$ cat config.mk
export PLATFORM = sky130hd
export DESIGN_NAME = irq_latch_ctrl
export DESIGN_NICKNAME = d
export VERILOG_FILES = /design/src/rtl/irq_pkg.sv /design/src/rtl/irq_src_latch.sv /design/src/rtl/irq_pin_drive.sv /design/src/rtl/irq_latch_ctrl.sv
export SDC_FILE = /design/constraint.sdc
export NUM_CORES = 1
export LEC_CHECK = 0
export ABC_AREA = 1
export ABC_CLOCK_PERIOD_IN_PS = 3460
export CAP_MARGIN = 20
export CORE_MARGIN = 4
export CORE_UTILIZATION = 45
export CTS_BUF_LIST = sky130_fd_sc_hd__clkbuf_8
export DETAILED_ROUTE_END_ITERATION = 10
export HOLD_SLACK_MARGIN = 0.15
export PLACE_DENSITY_LB_ADDON = 0.12
export SLEW_MARGIN = 20
export SYNTH_ARGS = -nofsm -noshare
export SYNTH_HDL_FRONTEND = slang
export SYNTH_SLANG_ARGS = --single-unit
$ cat constraint.sdc
create_clock -name clk -period 3.46 [get_ports clk]
set_clock_uncertainty 0.05 [all_clocks]
set_input_delay 0.692 -clock clk [delete_from_list [all_inputs] [get_ports clk]]
set_output_delay 0.692 -clock clk [all_outputs]
set_load 0.05 [all_outputs]
$ cat src/rtl/irq_pkg.sv
package irq_pkg;
  localparam int DIRS      = 6;
  localparam int REG_W     = 8;
  localparam int B_TILT    = 0;
  localparam int B_MOTION  = 1;
  localparam int B_TAP_LO  = 2;
  localparam int B_TAP_HI  = 3;
  localparam int B_DRDY    = 4;
  localparam int B_WMARK   = 5;
  localparam int USED_BITS = 6;

  typedef struct packed {
    logic wmark;
    logic tap;
    logic tilt;
    logic motion;
    logic drdy;
  } fn_en_t;
endpackage

$ cat src/rtl/irq_src_latch.sv
module irq_src_latch
  import irq_pkg::*;
(
  input  logic             clk,
  input  logic             rst_n,
  input  logic             ev_drdy,
  input  logic             ev_motion,
  input  logic             ev_tilt,
  input  logic [DIRS-1:0]  tilt_pos,
  input  logic [DIRS-1:0]  tilt_mask,
  input  logic             ev_tap,
  input  logic [1:0]       tap_kind,
  input  logic [DIRS-1:0]  tap_dir,
  input  logic             ev_wmark,
  input  fn_en_t           en,
  input  logic             rd_release,
  input  logic             rd_accel,
  output logic [REG_W-1:0] func_q,
  output logic [REG_W-1:0] dir_q,
  output logic             fresh
);
  logic acc_drdy, acc_mot, acc_tilt, acc_tap, acc_wm;
  logic [REG_W-1:0] keep_f, keep_d, func_n, dir_n;

  assign acc_drdy = ev_drdy & en.drdy;
  assign acc_mot  = ev_motion & en.motion;
  assign acc_tilt = ev_tilt & en.tilt & (|(tilt_pos & tilt_mask));
  assign acc_tap  = ev_tap & en.tap & (tap_kind[0] ^ tap_kind[1]);
  assign acc_wm   = ev_wmark & en.wmark;
  assign fresh    = acc_drdy | acc_mot | acc_tilt | acc_tap | acc_wm;

  always_comb begin
    keep_f = rd_release ? '0 : func_q;
    if (rd_accel) begin
      keep_f[B_DRDY]   = 1'b0;
      keep_f[B_MOTION] = 1'b0;
    end
    keep_d = rd_release ? '0 : dir_q;
    func_n = '0;
    func_n[B_WMARK]  = keep_f[B_WMARK] | acc_wm;
    func_n[B_DRDY]   = keep_f[B_DRDY] | acc_drdy;
    func_n[B_MOTION] = keep_f[B_MOTION] | acc_mot;
    func_n[B_TILT]   = keep_f[B_TILT] | acc_tilt;
    func_n[B_TAP_HI:B_TAP_LO] = acc_tap ? tap_kind : keep_f[B_TAP_HI:B_TAP_LO];
    dir_n = '0;
    dir_n[DIRS-1:0] = keep_d[DIRS-1:0] | (acc_tap ? tap_dir : '0);
  end

  always_ff @(posedge clk or negedge rst_n) begin
    if (!rst_n) begin
      func_q <= '0;
      dir_q  <= '0;
    end else begin
      func_q <= func_n;
      dir_q  <= dir_n;
    end
  end


  release_clear_chk: assert property (@(posedge clk) disable iff (!rst_n)
    rd_release && !fresh |=> func_q == '0 && dir_q == '0);

  accel_clear_chk: assert property (@(posedge clk) disable iff (!rst_n)
    rd_accel && !acc_drdy && !acc_mot |=> !func_q[B_DRDY] && !func_q[B_MOTION]);

  drdy_kept_chk: assert property (@(posedge clk) disable iff (!rst_n)
    acc_drdy |=> func_q[B_DRDY]);

  drdy_gate_chk: assert property (@(posedge clk) disable iff (!rst_n)
    !en.drdy && !rd_release && !rd_accel |=> $stable(func_q[B_DRDY]));

  upper_zero_chk: assert property (@(posedge clk) disable iff (!rst_n)
    func_q[REG_W-1:USED_BITS] == '0 && dir_q[REG_W-1:DIRS] == '0);
endmodule

$ cat src/rtl/irq_pin_drive.sv
module irq_pin_drive #(
  parameter int PULSE_CYC = 2000
) (
  input  logic clk,
  input  logic rst_n,
  input  logic fresh,
  input  logic rd_release,
  input  logic pin_en,
  input  logic pin_pol,
  input  logic pin_pulse,
  input  logic pin_unlatched,
  input  logic motion_only,
  input  logic motion_live,
  output logic pin
);
  localparam int CW = $clog2(PULSE_CYC + 1);
  localparam logic [CW-1:0] LOAD = CW'(PULSE_CYC);

  logic          latch_q;
  logic [CW-1:0] cnt_q;
  logic          act;

  always_ff @(posedge clk or negedge rst_n) begin
    if (!rst_n) begin
      latch_q <= 1'b0;
      cnt_q   <= '0;
    end else begin
      if (fresh)           latch_q <= 1'b1;
      else if (rd_release) latch_q <= 1'b0;
      if (fresh)              cnt_q <= LOAD;
      else if (rd_release)    cnt_q <= '0;
      else if (cnt_q != '0)   cnt_q <= cnt_q - 1'b1;
    end
  end

  always_comb begin
    if (pin_unlatched && motion_only) act = motion_live;
    else if (pin_pulse)               act = (cnt_q != '0);
    else                              act = latch_q;
  end

  assign pin = (pin_en && act) ? pin_pol : ~pin_pol;


  pulse_bound_chk: assert property (@(posedge clk) disable iff (!rst_n)
    cnt_q <= LOAD);

  pulse_restart_chk: assert property (@(posedge clk) disable iff (!rst_n)
    fresh |=> cnt_q == LOAD && latch_q);

  pin_release_chk: assert property (@(posedge clk) disable iff (!rst_n)
    rd_release && !fresh |=> !latch_q && cnt_q == '0);

  latch_hold_chk: assert property (@(posedge clk) disable iff (!rst_n)
    latch_q && !rd_release |=> latch_q);
endmodule

$ cat src/rtl/irq_latch_ctrl.sv
module irq_latch_ctrl
  import irq_pkg::*;
#(
  parameter int PULSE_CYC = 2000
) (
  input  logic       clk,
  input  logic       rst_n,
  input  logic       ev_drdy,
  input  logic       ev_motion,
  input  logic       motion_live,
  input  logic       ev_tilt,
  input  logic [5:0] tilt_pos,
  input  logic       ev_tap,
  input  logic [1:0] tap_kind,
  input  logic [5:0] tap_dir,
  input  logic       ev_wmark,
  input  logic       en_drdy,
  input  logic       en_motion,
  input  logic       en_tilt,
  input  logic       en_tap,
  input  logic       en_wmark,
  input  logic [5:0] tilt_mask,
  input  logic       pin_en,
  input  logic       pin_pol,
  input  logic       pin_pulse,
  input  logic       pin_unlatched,
  input  logic       rd_release,
  input  logic       rd_accel,
  output logic [7:0] src_func,
  output logic [7:0] src_tap_dir,
  output logic       irq_status,
  output logic       irq_pin
);
  fn_en_t en;
  logic   fresh;
  logic   motion_only;

  assign en = '{wmark: en_wmark, tap: en_tap, tilt: en_tilt,
                motion: en_motion, drdy: en_drdy};
  assign motion_only = en_motion & ~en_drdy & ~en_tilt & ~en_tap & ~en_wmark;

  irq_src_latch u_src (
    .clk(clk), .rst_n(rst_n),
    .ev_drdy(ev_drdy), .ev_motion(ev_motion),
    .ev_tilt(ev_tilt), .tilt_pos(tilt_pos), .tilt_mask(tilt_mask),
    .ev_tap(ev_tap), .tap_kind(tap_kind), .tap_dir(tap_dir),
    .ev_wmark(ev_wmark), .en(en),
    .rd_release(rd_release), .rd_accel(rd_accel),
    .func_q(src_func), .dir_q(src_tap_dir), .fresh(fresh)
  );

  irq_pin_drive #(.PULSE_CYC(PULSE_CYC)) u_pin (
    .clk(clk), .rst_n(rst_n), .fresh(fresh), .rd_release(rd_release),
    .pin_en(pin_en), .pin_pol(pin_pol), .pin_pulse(pin_pulse),
    .pin_unlatched(pin_unlatched), .motion_only(motion_only),
    .motion_live(motion_live), .pin(irq_pin)
  );

  assign irq_status = |src_func[USED_BITS-1:0];


  pin_off_chk: assert property (@(posedge clk) disable iff (!rst_n)
    !pin_en |-> irq_pin == ~pin_pol);

  follow_chk: assert property (@(posedge clk) disable iff (!rst_n)
    pin_en && pin_unlatched && motion_only |-> irq_pin == (motion_live ? pin_pol : ~pin_pol));
endmodule

# == Yosys cells after proc, flatten, opt, wreduce, memory -nomap -nowiden ==
# Cells that the tools add are included.
# totals
ff_bits,24
in_bits,39
output_inout_bits,18
word_cells,55
# op_classes
addsub,1
muxes,14
n_bitwise,27
n_reduce_logical,8
# op_table
cell,n
$mux W11,3
$mux W6,3
$reduce_or A6 Y1,2
$and A1 B1 Y1,11
$reduce_bool A11 Y1,1
$sub A11 B1 Y11 const B,1
$or A1 B1 Y1,8
$mux W1,7
$and A6 B6 Y6,1
$or A6 B6 Y6,1
$not A1 Y1,5
$reduce_bool A2 Y1,2
$reduce_bool A3 Y1,1
$logic_and A1 B1 Y1,2
$mux W2,1
$xor A1 B1 Y1,1

# == Depth between registers and ports, before layout ==
# depth
ltp_word,9
ltp_mapped,10
mapped_depth_nobuf,10

# == Cells and area by module ==
# A second synthesis with hierarchy kept.
# unflattened
cells_unflattened,197
area_unflattened_um2,1465.2
# by_module_without_submodules
module,instances,cells_each,area_each_um2,seq_area_each_um2
irq_pin_drive,1,105,790.8,300.3
irq_src_latch,1,82,635.6,300.3
irq_latch_ctrl,1,10,38.8,0.0

# == Worst setup path before layout ==
# No wires, ideal clock.
# synth_path
path_type,flip-flop to output port
from,reg u_pin.cnt_q[0]
to,out irq_pin
arrival_ns,1.490
required_time_ns,2.718
setup_slack_ns,1.228
stages_incl_launch_ff,11
n_path_buf,0
cell_sequence,dfrtp_1 > inv_1 > ha_1 > nand2_2 > nor2_4 > nand3_4 > nand2_2 > nand2_2 > nand2_1 > nand2_1 > nand2_1
# synth_between
elab_chain_len,5
# synth_lines
element,line,text
"start, declared",irq_pin_drive.sv:20,logic [CW-1:0] cnt_q;
"start signal, assigned",irq_pin_drive.sv:32,else if (cnt_q != '0) cnt_q <= cnt_q - 1'b1;
$reduce_bool A11 Y1,irq_pin_drive.sv:38,else if (pin_pulse) act = (cnt_q != '0);
$mux W1,irq_pin_drive.sv:38,
$mux W1,irq_pin_drive.sv:37,if (pin_unlatched && motion_only) act = motion_live;
$logic_and A1 B1 Y1,irq_pin_drive.sv:42,assign pin = (pin_en && act) ? pin_pol : ~pin_pol;
$mux W1,irq_pin_drive.sv:42,
"end, declared",irq_latch_ctrl.sv:32,output logic irq_pin
# Every way passes these cells.

# == Worst setup path in the final report ==
# layout_path
from,in en_tap
to,out irq_pin
# layout_between
elab_chain_len,7
# layout_lines
element,line,text
"start, declared",irq_latch_ctrl.sv:20,"input logic en_tap,"
$not A1 Y1,irq_latch_ctrl.sv:40,assign motion_only = en_motion & ~en_drdy & ~en_tilt & ~en_tap & ~en_wmark;
$and A1 B1 Y1 (2 in a row),irq_latch_ctrl.sv:40,
$logic_and A1 B1 Y1,irq_pin_drive.sv:37,
$mux W1,irq_pin_drive.sv:37,
$logic_and A1 B1 Y1,irq_pin_drive.sv:42,
$mux W1,irq_pin_drive.sv:42,
# Every way passes these cells.

==> PnR_summary.wiki <==
{| class="wikitable"
! Metric !! Value
|-
| Fin cells || 262
|-
| Synthesis-to-layout area growth || 41.4%
|-
| Pin count of the biggest net entering global routing || 25
|-
| Count of pins on the block boundary || 57
|-
| Final Routed Wirelength || 3.24 mm
|-
| Cells after synthesis || 178
|-
| Worst Reg-to-Reg Cells || 6
|-
| Fraction of post-synthesis cell area in the top cell type by area || 43.0%
|-
| H-tree depth || 1
|-
| Switching Share || 33.4%
|-
| Maximum root-to-sink buffer count || 2
|-
| Number of distinct library cells after synthesis || 30
|-
| Crit Path Class || input pin to output port
|-
| Data required time at the worst endpoint || 2.72 ns
|-
| Starting density of the core || 48.9%
|-
| Number of instances in the placed design || 259
|-
| Top cells by area in the synthesized netlist || sky130_fd_sc_hd__dfrtp_1 43%, sky130_fd_sc_hd__nand2_1 12%, sky130_fd_sc_hd__inv_1 6.2%
|-
| End point of the worst hold path || u_src.dir_q[5]
|-
| Overall overflow remaining after global route || 0
|-
| Number of rows created at floorplan || 19
|-
| Cell accounting for the most synthesized area || sky130_fd_sc_hd__dfrtp_1
|-
| Highest clock frequency the design can meet || 377 MHz
|-
| Number of setup violations in the final report || 0
|-
| Vias in the first global route || 1327
|-
| DR WL/cell || 12.3 um
|-
| Ratio of cells with drive above 1 in the final layout || 13.4%
|-
| Pre-Repair DR Iteration Count || 4
|-
| Portion of total power attributed to sequential cells || 44.5%
|-
| Part of the total power dissipated in the clock network || 22.5%
|-
| Cell-internal power || 474 uW
|-
| Drt first-iter violations || 32
|-
| Number of hold violations in the final report || 0
|-
| Class of the tightest hold or removal check || register to register
|-
| Netlist area before placement || 1400 um2
|-
| Setup WS pre-CTS || 0.815 ns
|-
| Flip-flop cell with the highest count after synthesis || sky130_fd_sc_hd__dfrtp_1
|-
| Initial antenna violation count || 0
|-
| Die area || 4060 um2
|-
| # DRC || 0
|-
| Detailed placer's ending HPWL || 2.70 mm
|-
| Maximum capacitance violations || 0
|-
| Clk sinks || 24
|-
| Post-CTS Setup Bufs || 0
|-
| Cell types with the highest counts after synthesis || 43 x sky130_fd_sc_hd__nand2_1, 24 x sky130_fd_sc_hd__dfrtp_1, 23 x sky130_fd_sc_hd__inv_1, 11 x sky130_fd_sc_hd__nand3_1, 11 x sky130_fd_sc_hd__o21ai_0
|-
| Wire length of the first global-routing pass || 5.52 mm
|-
| Vertical die dimension || 63.7 um
|-
| TritonCTS clock tree || built
|-
| Fin nets || 273
|-
| Net switching power of the design || 237 uW
|-
| Power density over cell area || 360 nW/um2
|-
| Clk root buf || sky130_fd_sc_hd__clkbuf_8
|-
| Vias after detailed routing || 1287
|-
| Yosys reg bits || 24
|-
| Total number of yosys warnings || 0
|-
| Avg Synthesized Cell Area || 7.84 um2
|-
| Signal arrival time at the worst endpoint || 1.91 ns
|-
| Type of element capturing the critical path || output port
|-
| Cell with the most instances after synthesis || sky130_fd_sc_hd__nand2_1
|-
| R2r endpoint || u_pin.cnt_q[8]
|-
| Vias per cell || 4.91
|-
| Fraction of registers with async set/reset || 100%
|-
| Origin of the critical flop-to-flop path || u_pin.cnt_q[0]
|-
| Final cycle utilization of the critical path || 76.6%
|-
| Insertion delay to the later sink of the worst-skew pair || 0.26 ns
|-
| Antenna fix cells || 0
|-
| Hold-fix buffers at CTS || 0
|-
| IO Port Bufs || 52
|-
| Die Wd || 63.7 um
|-
| Startpoint type of the worst setup path || input pin
|-
| Maximum ir drop on the vdd rail || 0.202 mV
|-
| Post_cts resized || 0
|-
| Antenna Nets Post-Route || 0
|-
| EDFF count, synth || 0
|-
| Normalized max-slew margin || 65.0%
|-
| Worst setup slack for register-to-register paths || 1.93 ns
|-
| Combinational share of power || 33.0%
|-
| Tightest Pin Transition || 0.523 ns
|-
| Largest fanout of any net on the critical path || 2
|-
| Part of the Yosys area used for sequential elements || 43.0%
|-
| Clock transition at path regs || 0.07 ns
|-
| Pins Over Slew Limit || 0
|-
| Core area || 2850 um2
|-
| Outcome || complete, no violations
|-
| Number of cells on the worst hold path || 2
|-
| Overall fraction of global-route tracks in use || 16.9%
|-
| Unrepaired setup endpoints after global routing || no
|-
| Hold path startpoint || u_src.dir_q[5]
|-
| Clock buffer count from CTS || 3
|-
| Fill cell count || 238
|-
| Setup TNS || 0 ns
|-
| Final Critical Period || 2.65 ns
|-
| Pleak || 0.954 nW
|-
| Post-route setup slack || 0.809 ns
|-
| GP Congestion || 0.834
|}
==> metrics by stage <==
step           total power [mW]  area [um2]  hold WS (ns)  util (%)
2_1_floorplan             0.465        1410         0.346         -
3_3_place_gp              0.551        1930         0.420      67.7
3_5_place_dp              0.557        1930         0.426      67.7
4_1_cts                   0.717        1970         0.446      69.2
5_1_grt                   0.749        1970         0.478      69.2
6_report                  0.711        1970         0.440      69.2
==> area by class of cell <==
cell class | instances | area, um2 | area share [%]
flip-flops and latches | 24 | 601 | 30.4
multi-input cells | 120 | 651 | 33.0
clock buffers | 3 | 41.3 | 2.09
repair buffers | 53 | 526 | 26.6
well taps | 31 | 38.8 | 1.97
inverters | 31 | 116 | 5.90
==> how the worst max path moves through the flow <==
stage / to / from / cells after the start
floorplan: irq_pin / u_pin.cnt_q[0] / 10
global placement: irq_pin / en_motion / 9
CTS: irq_pin / en_tap / 9
detailed placement: irq_pin / en_tap / 8
global route: irq_pin / en_tap / 9
finish: irq_pin / en_tap / 9
==> cells by family (layout without fill, tap and decap cells) <==
kind of cell	Yosys count	after routing	synth area share, %
buf+inv	37	87	11.1
simple gates	85	85	31.1
flops	24	24	43.0
compound gates	25	25	10.4
fa+ha+maj	1	1	0.897
xor+xnor	5	5	3.14
other cells	1	4	0.269
==> worst max-delay path: stages <==
cell                              delay [ns]
sky130_fd_sc_hd__clkdlybuf4s50_1        0.42
sky130_fd_sc_hd__nor2_1                 0.12
sky130_fd_sc_hd__nand3_1                0.12
sky130_fd_sc_hd__o21ai_0                0.09
sky130_fd_sc_hd__inv_1                  0.07
sky130_fd_sc_hd__nand2_2                0.07
sky130_fd_sc_hd__nand3_1                0.06
sky130_fd_sc_hd__nand2_1                0.07
sky130_fd_sc_hd__buf_4                  0.19
==> flip-flops by register name (all words and copies together) (netlist names) <==
name	count
u_pin.cnt_q	11
u_pin.latch_q	1
u_src.dir_q	6
u_src.func_q	6
==> power groups by stage <==
| stage | combinational (mW) | clock, mW | sequential, mW |
|---|---|---|---|
| after floorplan | 0.110 | 0 | 0.355 |
| after global placement | 0.230 | 0 | 0.321 |
| after detailed placement | 0.235 | 0 | 0.321 |
| after CTS | 0.237 | 0.165 | 0.316 |
| after global routing | 0.257 | 0.173 | 0.319 |
| final | 0.235 | 0.160 | 0.316 |
==> placed cells by master, fill, tap and decap left out, drive strengths merged <==
| master | instances |
|---|---|
| o21ai | 20 |
| xnor2 | 1 |
| o21a | 1 |
| buf | 2 |
| clkdlybuf4s50 | 51 |
| xor2 | 4 |
| nor2 | 13 |
| and3 | 1 |
| nand4 | 2 |
| nand2 | 50 |
| ha | 1 |
| a21oi | 3 |
| clkbuf | 3 |
| conb | 4 |
| nor4 | 1 |
| dfrtp | 24 |
| nand3 | 15 |
| nor3 | 3 |
| o31ai | 1 |
| inv | 31 |
==> routing by layer <==
layer / wire length, um / GRT usage, %
met1: 1330 / 18.1
met2: 1720 / 31.9
met3: 170 / 3.91
met4: 16 / 5.66
met5: 0 / 0
Power figures use the tool's default switching activity.
